`src/rtl/ea_pkg.sv`:
```
package ea_pkg;

  typedef enum logic [2:0] {
    AM_INH = 3'd0,
    AM_REG = 3'd1,
    AM_IMM = 3'd2,
    AM_PZ  = 3'd3,
    AM_LIT = 3'd4,
    AM_IDX = 3'd5,
    AM_BR  = 3'd6,
    AM_RSV = 3'd7
  } am_e;

  typedef struct packed {
    logic needs_mem;
    logic use_page0;
    logic use_lit;
    logic base_pc;
    logic sext;
  } am_ctl_t;

endpackage

```
`src/rtl/ea_mode_dec.sv`:
```
module ea_mode_dec
  import ea_pkg::*;
(
  input  logic [2:0] mode,
  output am_ctl_t    ctl
);
  always_comb begin
    ctl = '0;
    case (am_e'(mode))
      AM_PZ:  begin ctl.needs_mem = 1'b1; ctl.use_page0 = 1'b1; end
      AM_LIT: begin ctl.needs_mem = 1'b1; ctl.use_lit   = 1'b1; end
      AM_IDX: begin ctl.needs_mem = 1'b1; end
      AM_BR:  begin ctl.needs_mem = 1'b1; ctl.base_pc = 1'b1; ctl.sext = 1'b1; end
      default: ctl = '0;
    endcase
  end
endmodule

```
`src/rtl/ea_offset_ext.sv`:
```
module ea_offset_ext #(
  parameter int IW = 8,
  parameter int OW = 16
) (
  input  logic [IW-1:0] din,
  input  logic          sext,
  output logic [OW-1:0] dout
);
  localparam int PAD = OW - IW;
  generate
    if (PAD > 0) begin : g_pad
      logic fill;
      assign fill = sext & din[IW-1];
      assign dout = {{PAD{fill}}, din};
    end else begin : g_nopad
      assign dout = din[OW-1:0];
    end
  endgenerate
endmodule

```
`src/rtl/ea_adder.sv`:
```
module ea_adder #(
  parameter int W = 16
) (
  input  logic [W-1:0] a,
  input  logic [W-1:0] b,
  output logic [W-1:0] s
);
  always_comb s = a + b;
endmodule

```
`src/rtl/ea_former.sv`:
```
module ea_former
  import ea_pkg::*;
#(
  parameter int DW       = 8,
  parameter int AW       = 2 * DW,
  parameter int PC_BIAS  = 2
) (
  input  logic          clk,
  input  logic          rst,
  input  logic          req,
  input  logic [2:0]    mode,
  input  logic [DW-1:0] opnd0,
  input  logic [DW-1:0] opnd1,
  input  logic [AW-1:0] xreg,
  input  logic [AW-1:0] pc,
  output logic [AW-1:0] ea,
  output logic          ea_ok,
  output logic          ea_none
);
  localparam int          HI_W  = AW - DW;
  localparam logic [AW-1:0] BIAS = AW'(PC_BIAS);

  am_ctl_t       ctl;
  logic [AW-1:0] off_w;
  logic [AW-1:0] pc_next;
  logic [AW-1:0] base;
  logic [AW-1:0] sum;
  logic [AW-1:0] ea_d;

  ea_mode_dec u_dec (.mode(mode), .ctl(ctl));

  ea_offset_ext #(.IW(DW), .OW(AW)) u_ext (
    .din(opnd0), .sext(ctl.sext), .dout(off_w)
  );

  ea_adder #(.W(AW)) u_pcadd (.a(pc), .b(BIAS), .s(pc_next));

  always_comb base = ctl.base_pc ? pc_next : xreg;

  ea_adder #(.W(AW)) u_eadd (.a(base), .b(off_w), .s(sum));

  always_comb begin
    if (!ctl.needs_mem)      ea_d = '0;
    else if (ctl.use_page0)  ea_d = {{HI_W{1'b0}}, opnd0};
    else if (ctl.use_lit)    ea_d = {opnd0[HI_W-1:0], opnd1};
    else                     ea_d = sum;
  end

  always_ff @(posedge clk) begin
    if (rst) begin
      ea      <= '0;
      ea_ok   <= 1'b0;
      ea_none <= 1'b0;
    end else if (req) begin
      ea      <= ea_d;
      ea_ok   <= ctl.needs_mem;
      ea_none <= ~ctl.needs_mem;
    end else begin
      ea_ok   <= 1'b0;
      ea_none <= 1'b0;
    end
  end
endmodule

```
`config.mk`:
```
export PLATFORM = sky130hd
export DESIGN_NAME = ea_former
export DESIGN_NICKNAME = d
export VERILOG_FILES = /design/src/rtl/ea_pkg.sv /design/src/rtl/ea_mode_dec.sv /design/src/rtl/ea_offset_ext.sv /design/src/rtl/ea_adder.sv /design/src/rtl/ea_former.sv
export SDC_FILE = /design/constraint.sdc
export NUM_CORES = 1
export LEC_CHECK = 0
export BUFFER_PORTS_ARGS = -buffer_cell sky130_fd_sc_hd__buf_4
export CORE_ASPECT_RATIO = 0.6
export CORE_UTILIZATION = 46
export CTS_CLUSTER_DIAMETER = 120
export DETAILED_ROUTE_END_ITERATION = 12
export PLACE_DENSITY = 0.79
export SETUP_SLACK_MARGIN = 0.5
export SLEW_MARGIN = 10
export SYNTH_ARGS = -nofsm -noshare
export SYNTH_HDL_FRONTEND = slang
export SYNTH_SLANG_ARGS = --single-unit
export TNS_END_PERCENT = 1
```
`constraint.sdc`:
```
create_clock -name clk -period 3.1 [get_ports clk]
set_clock_uncertainty 0.05 [all_clocks]
set_input_delay 0.62 -clock clk [delete_from_list [all_inputs] [get_ports clk]]
set_output_delay 0.62 -clock clk [all_outputs]
set_load 0.03 [all_outputs]
```
==> Yosys cells after proc, flatten, opt, wreduce, memory -nomap -nowiden <==
Cells that the tools add are included.
{ "classes": {"add_sub_neg": 2, "eq_ne": 4, "mux": 8, "bitwise_logic": 3, "reduce_logical": 2} }
{ "ops": {"columns": ["cell", "n"], "rows": [
  ["2-to-1 mux 16 bit", 4],
  ["adder 16 bit", 1],
  ["adder 16 x 2 -> 16 bit, second input constant", 1],
  ["== test 3 bit, second input constant", 3],
  ["OR reduction 4 bit", 1],
  ["== test 3 x 2 -> 1 bit, second input constant", 1],
  ["2-to-1 mux 1 bit", 3],
  ["2-to-1 mux 2 bit", 1],
  ["inverter 1 bit", 2],
  ["OR reduction 2 bit", 1],
  ["bitwise AND 1 bit", 1]
]} }
{ "word_totals": {"regBits": 18, "inputBits": 54, "out_inout_bits": 18} }

==> Logic depth before layout (Yosys ltp) <==
{ "depth": {"depth_word": 7, "mapped_depth": 13, "ltp_nobuf": 13} }

==> Cells and area by module <==
A second synthesis with hierarchy kept.
{ "hier_totals": {"hier_cells": 345, "area_unflattened_um2": 2803.9} }
{ "modules_own_cells": {"columns": ["module", "instances", "cells_each", "area_each_um2"], "rows": [
  ["ea_former", 1, 123, 1166.1],
  ["ea_adder at u_pcadd", 1, 101, 745.7],
  ["ea_adder at u_eadd", 1, 98, 724.4],
  ["ea_offset_ext", 1, 17, 126.4],
  ["ea_mode_dec", 1, 6, 41.3]
]} }

==> Worst setup path before layout <==
No wires, ideal clock.
{ "synth_timing": {"kind": "input to register", "start": "input port mode[0]", "end": "register ea[15]", "t_arrival_ns": 3.222, "t_required_ns": 2.967, "path_slack_ns": -0.255, "path_stages": 12, "path_buffers": 3, "cell_sequence": "buf_4 > nand3b_1 > clkbuf_1 > clkbuf_1 > nor2_1 > ha_1 > a211oi_1 > o21ai_0 > a21oi_1 > o31ai_2 > a2111o_1 > o221ai_1"} }
{ "synth_between": {"elab_chain_len": 7, "elab_cells_between_ends": 15, "cone_classes": "1 x add/sub; 4 x eq/ne; 8 x mux; 1 x bitwise; 1 x reduce/logical"} }
{ "synth_rtl": {"columns": ["element", "line", "source"], "rows": [
  ["from (decl)", "ea_former.sv:11", "input logic [2:0] mode,"],
  ["== test 3 bit", "ea_mode_dec.sv:9", "case (am_e'(mode))"],
  ["2-to-1 mux 2 bit", "ea_mode_dec.sv:9", null],
  ["2-to-1 mux 16 bit / bitwise AND 1 bit (equally long branches)", "ea_former.sv:38, ea_offset_ext.sv:13", null],
  ["adder 16 bit", "ea_adder.sv:8", "always_comb s = a + b;"],
  ["2-to-1 mux 16 bit", "ea_former.sv:45", "else if (ctl.use_lit) ea_d = {opnd0[HI_W-1:0], opnd1};"],
  ["2-to-1 mux 16 bit", "ea_former.sv:44", "else if (ctl.use_page0) ea_d = {{HI_W{1'b0}}, opnd0};"],
  ["2-to-1 mux 16 bit *", "ea_former.sv:43", "if (!ctl.needs_mem) ea_d = '0;"],
  ["to (signal assigned)", "ea_former.sv:51", "ea <= '0;"],
  ["to (signal assigned)", "ea_former.sv:55", "ea <= ea_d;"],
  ["to (decl)", "ea_former.sv:16", "output logic [AW-1:0] ea,"]
]} }
Every way passes the cells marked *; elsewhere a longest branch is shown, timed or not.
A chain may end at the register's enable or synchronous reset.

==> Worst setup path after layout <==
{ "layout_timing": {"start": "input port mode[0]", "end": "register ea[12]"} }
Same word-level chain as after synthesis.

==> metrics.md <==
| Metric | Value |
|---|---|
| Crit. Startpoint | mode[0] |
| Initial antenna violation count | 0 |
| Gate Count Post-Synth | 275 |
| Final setup viols | 0 |
| CTS Hold Bufs | 0 |
| Max-slew headroom | about two thirds |
| Distinct cells, synth | 53 |
| Initial DRC count | 239 |
| Via density | roughly 5.8 |
| Share of the synthesized area in the top cell type | 17.7% |
| Quantity of I/O buffers inserted on ports | 71 |
| Final WL | between 6000 and 7000 um |
| Power per cell area | 298 nW/um^2 |
| CTS tree | yes |
| Rows | 18 |
| WL/cell | between 15 and 20 um |
| Seq cells post-synth | 18 |
| Slowest cell on crit path | o31a_1 |
| Sequential cell area fraction in the yosys report | between 10% and 20% |
| Crit path required time | about 3.2 ns |
| Share of layout cells above drive strength 1 | between 40% and 50% |
| Vert. Die Dim | 53.5 um |
| Worst Path Arrival | roughly 3.1 ns |
| Leakage | between 0.001 and 0.0015 uW |
| Reg-to-reg startpoint | ea[12] |
| Gr ovfl total | 0 |
| Die W | 87.9 um |
| Count of final hold-check violations | 0 |
| Gr usage total | 28.6% |
| Starting Density | around 49% |
| Tmin final | about 3 ns |
| Synthesized Nets | 348 |
| Clock transition at path regs | 0.08 ns |
| Crit-path cells | buf_4 > nand3b_1 > buf_4 > mux2_2 > ha_4 > inv_2 > fa_2 > nor2b_4 > o31a_1 > o2111ai_2 > a21oi_2 > or2_4 > a2111oi_4 |
| Status | completed |
| Total core area | about 4200 sq um |
| Top cell type by total area after synthesis | dfxtp_1 |
| Worst slew pin tran | 0.473 ns |
| Asr flop ratio synth | 0% |
| Period utilisation layout | ~97% |
| Hold crit path type | reg -> reg |
| Vias in the first global route | around 2100 |
| Buf+Inv Stages, Crit Path | 3 |
| Post-route DRC | 0 |
| Commonest cells in the netlist | nand2_1, o21ai_0, nor2_1 |
| Peak supply drop | between 0.2 and 0.25 mV |
| CP dominant cell by count | buf_4 |
| Total power | around 920 uW |
| Area Growth Syn to Fin | 52.8% |
| Clock latency on the worst-skew pair | 0.26 ns |
| Clock Path Buffers | 2 |
| Sinks on Clock Net | 18 |
| Number of synthesized flops with an enable pin | 0 |
| Critical path fanouts, max | 4 |
| # Max-Cap Violations | 0 |
| Routability cong. | around 0.94 |
| Nets | between 400 and 500 |
| Final ANT Viol Nets | 0 |
| F_max | 333 MHz |
| Area of the die | 4700 sq um |
| First-pass GRT wire length | slightly above 10000 um |
| Setup crit start kind | primary input |
| H-tree levels | 1 |
| Pin count of the biggest net entering global routing | 16 |
| IO Count | 72 |
| Clock Tree Root | clkbuf_8 |
| Antenna diodes | 0 |
| Post-synthesis cell area | around 2000 sq um |
| Main synth FF type | dfxtp_1 |
| Critical path type | in -> reg |
| Unrepaired setup endpoints after global routing | true |
| Most frequent cell after synthesis | nand2_1 |
| Syn avg cell area | ~7.4 sq um |
| Synth warn | 0 |
| Via count | 2540 |
| Hold_sp | ea[3] |
| HPWL Detailed | roughly 5300 um |
| Num CTS Buffers | 3 |
| Crit. End Element | flip-flop |
| Max-slew violations | 0 |
| Minimum hold slack | 0.415 ns |
| CP max stage delay | 0.33 ns |
| Initial DRT Pass Iterations | 6 |
| Synth top area cells | dfxtp_1, ha_1, o21ai_0 |
| Delay-heaviest family, CP | compound AO/OA/AOI/OAI gates |
[power by group]
part | internal (uW) | total, uW | switching [uW]
registers | 244 | 252 | 7.85
clock network | 113 | 203 | 89.5
logic | 225 | 470 | 245
[state kept, by name, indices dropped and copies added, names as in the netlist]
name and flops:
ea_ok 1, ea 16, ea_none 1
[metrics by stage]
step	util [%]	instances	setup TNS, ns	setup slack, ns	area, sq um
floorplan	-	275	-0.190	-0.0709	2050
global placement	69.1	432	-0.230	-0.0812	2880
detailed placement	69.1	432	-0.522	-0.183	2880
CTS	70.7	436	0	0.151	2950
global route	74.6	439	-0.0257	-0.0223	3110
finish	74.6	439	0	0.0949	3110
[cells in the final DEF, fill, tap and decap left out, types with 13 or more instances in the layout]
cell type / instances
ha_1: 16
nand2_1: 31
buf_4: 111
a21oi_1: 15
nor2_1: 22
o21ai_0: 17
dfxtp_1: 18
xnor2_1: 13
[area by class of cell]
type                    instances  area, sq um
inverters                       6         22.5
well taps                      60         75.1
fillers                       317         1060
multi-input cells             239         1750
repair buffers                112          845
flip-flops and latches         18          360
clock buffers                   4         55.1
[metal layers]
layer	track usage, %	wire, um
met5	0	0
met4	0.820	82
met3	5.30	777
met1	43.2	3110
met2	43.8	2950
[kinds of logic after synthesis]
kind of cell | count (synthesis) | synth area share (%)
adder cells (fa/ha/maj) | 19 | 12.1
buffers and inverters | 18 | 3.81
XOR/XNOR | 22 | 9.47
AO/OA/AOI/OAI | 88 | 28.6
multiplexers | 7 | 3.57
AND/OR/NAND/NOR | 103 | 24.8
flip-flops | 18 | 17.7
[worst paths after layout]
kind,end,slack (ns),depth (start not counted)
setup reg to reg,ea[12],1.78,4
setup / recovery,ea[12],0.09,13
hold / removal,ea[3],0.42,2
hold reg to reg,ea[3],0.42,2
[tightest hold or removal path, cell delays in order, from the launching register on]
cell	delay, ns
dfxtp_1	0.32
nand2_1	0.06
nand2_1	0.05
[timing repair]
item,in CTS,in global routing
pin swaps,0,28
buffers inserted,0,3
resized for setup,4,37
endpoints found under the setup margin,12,15
Note: power is estimated with default switching activity, not from simulation.
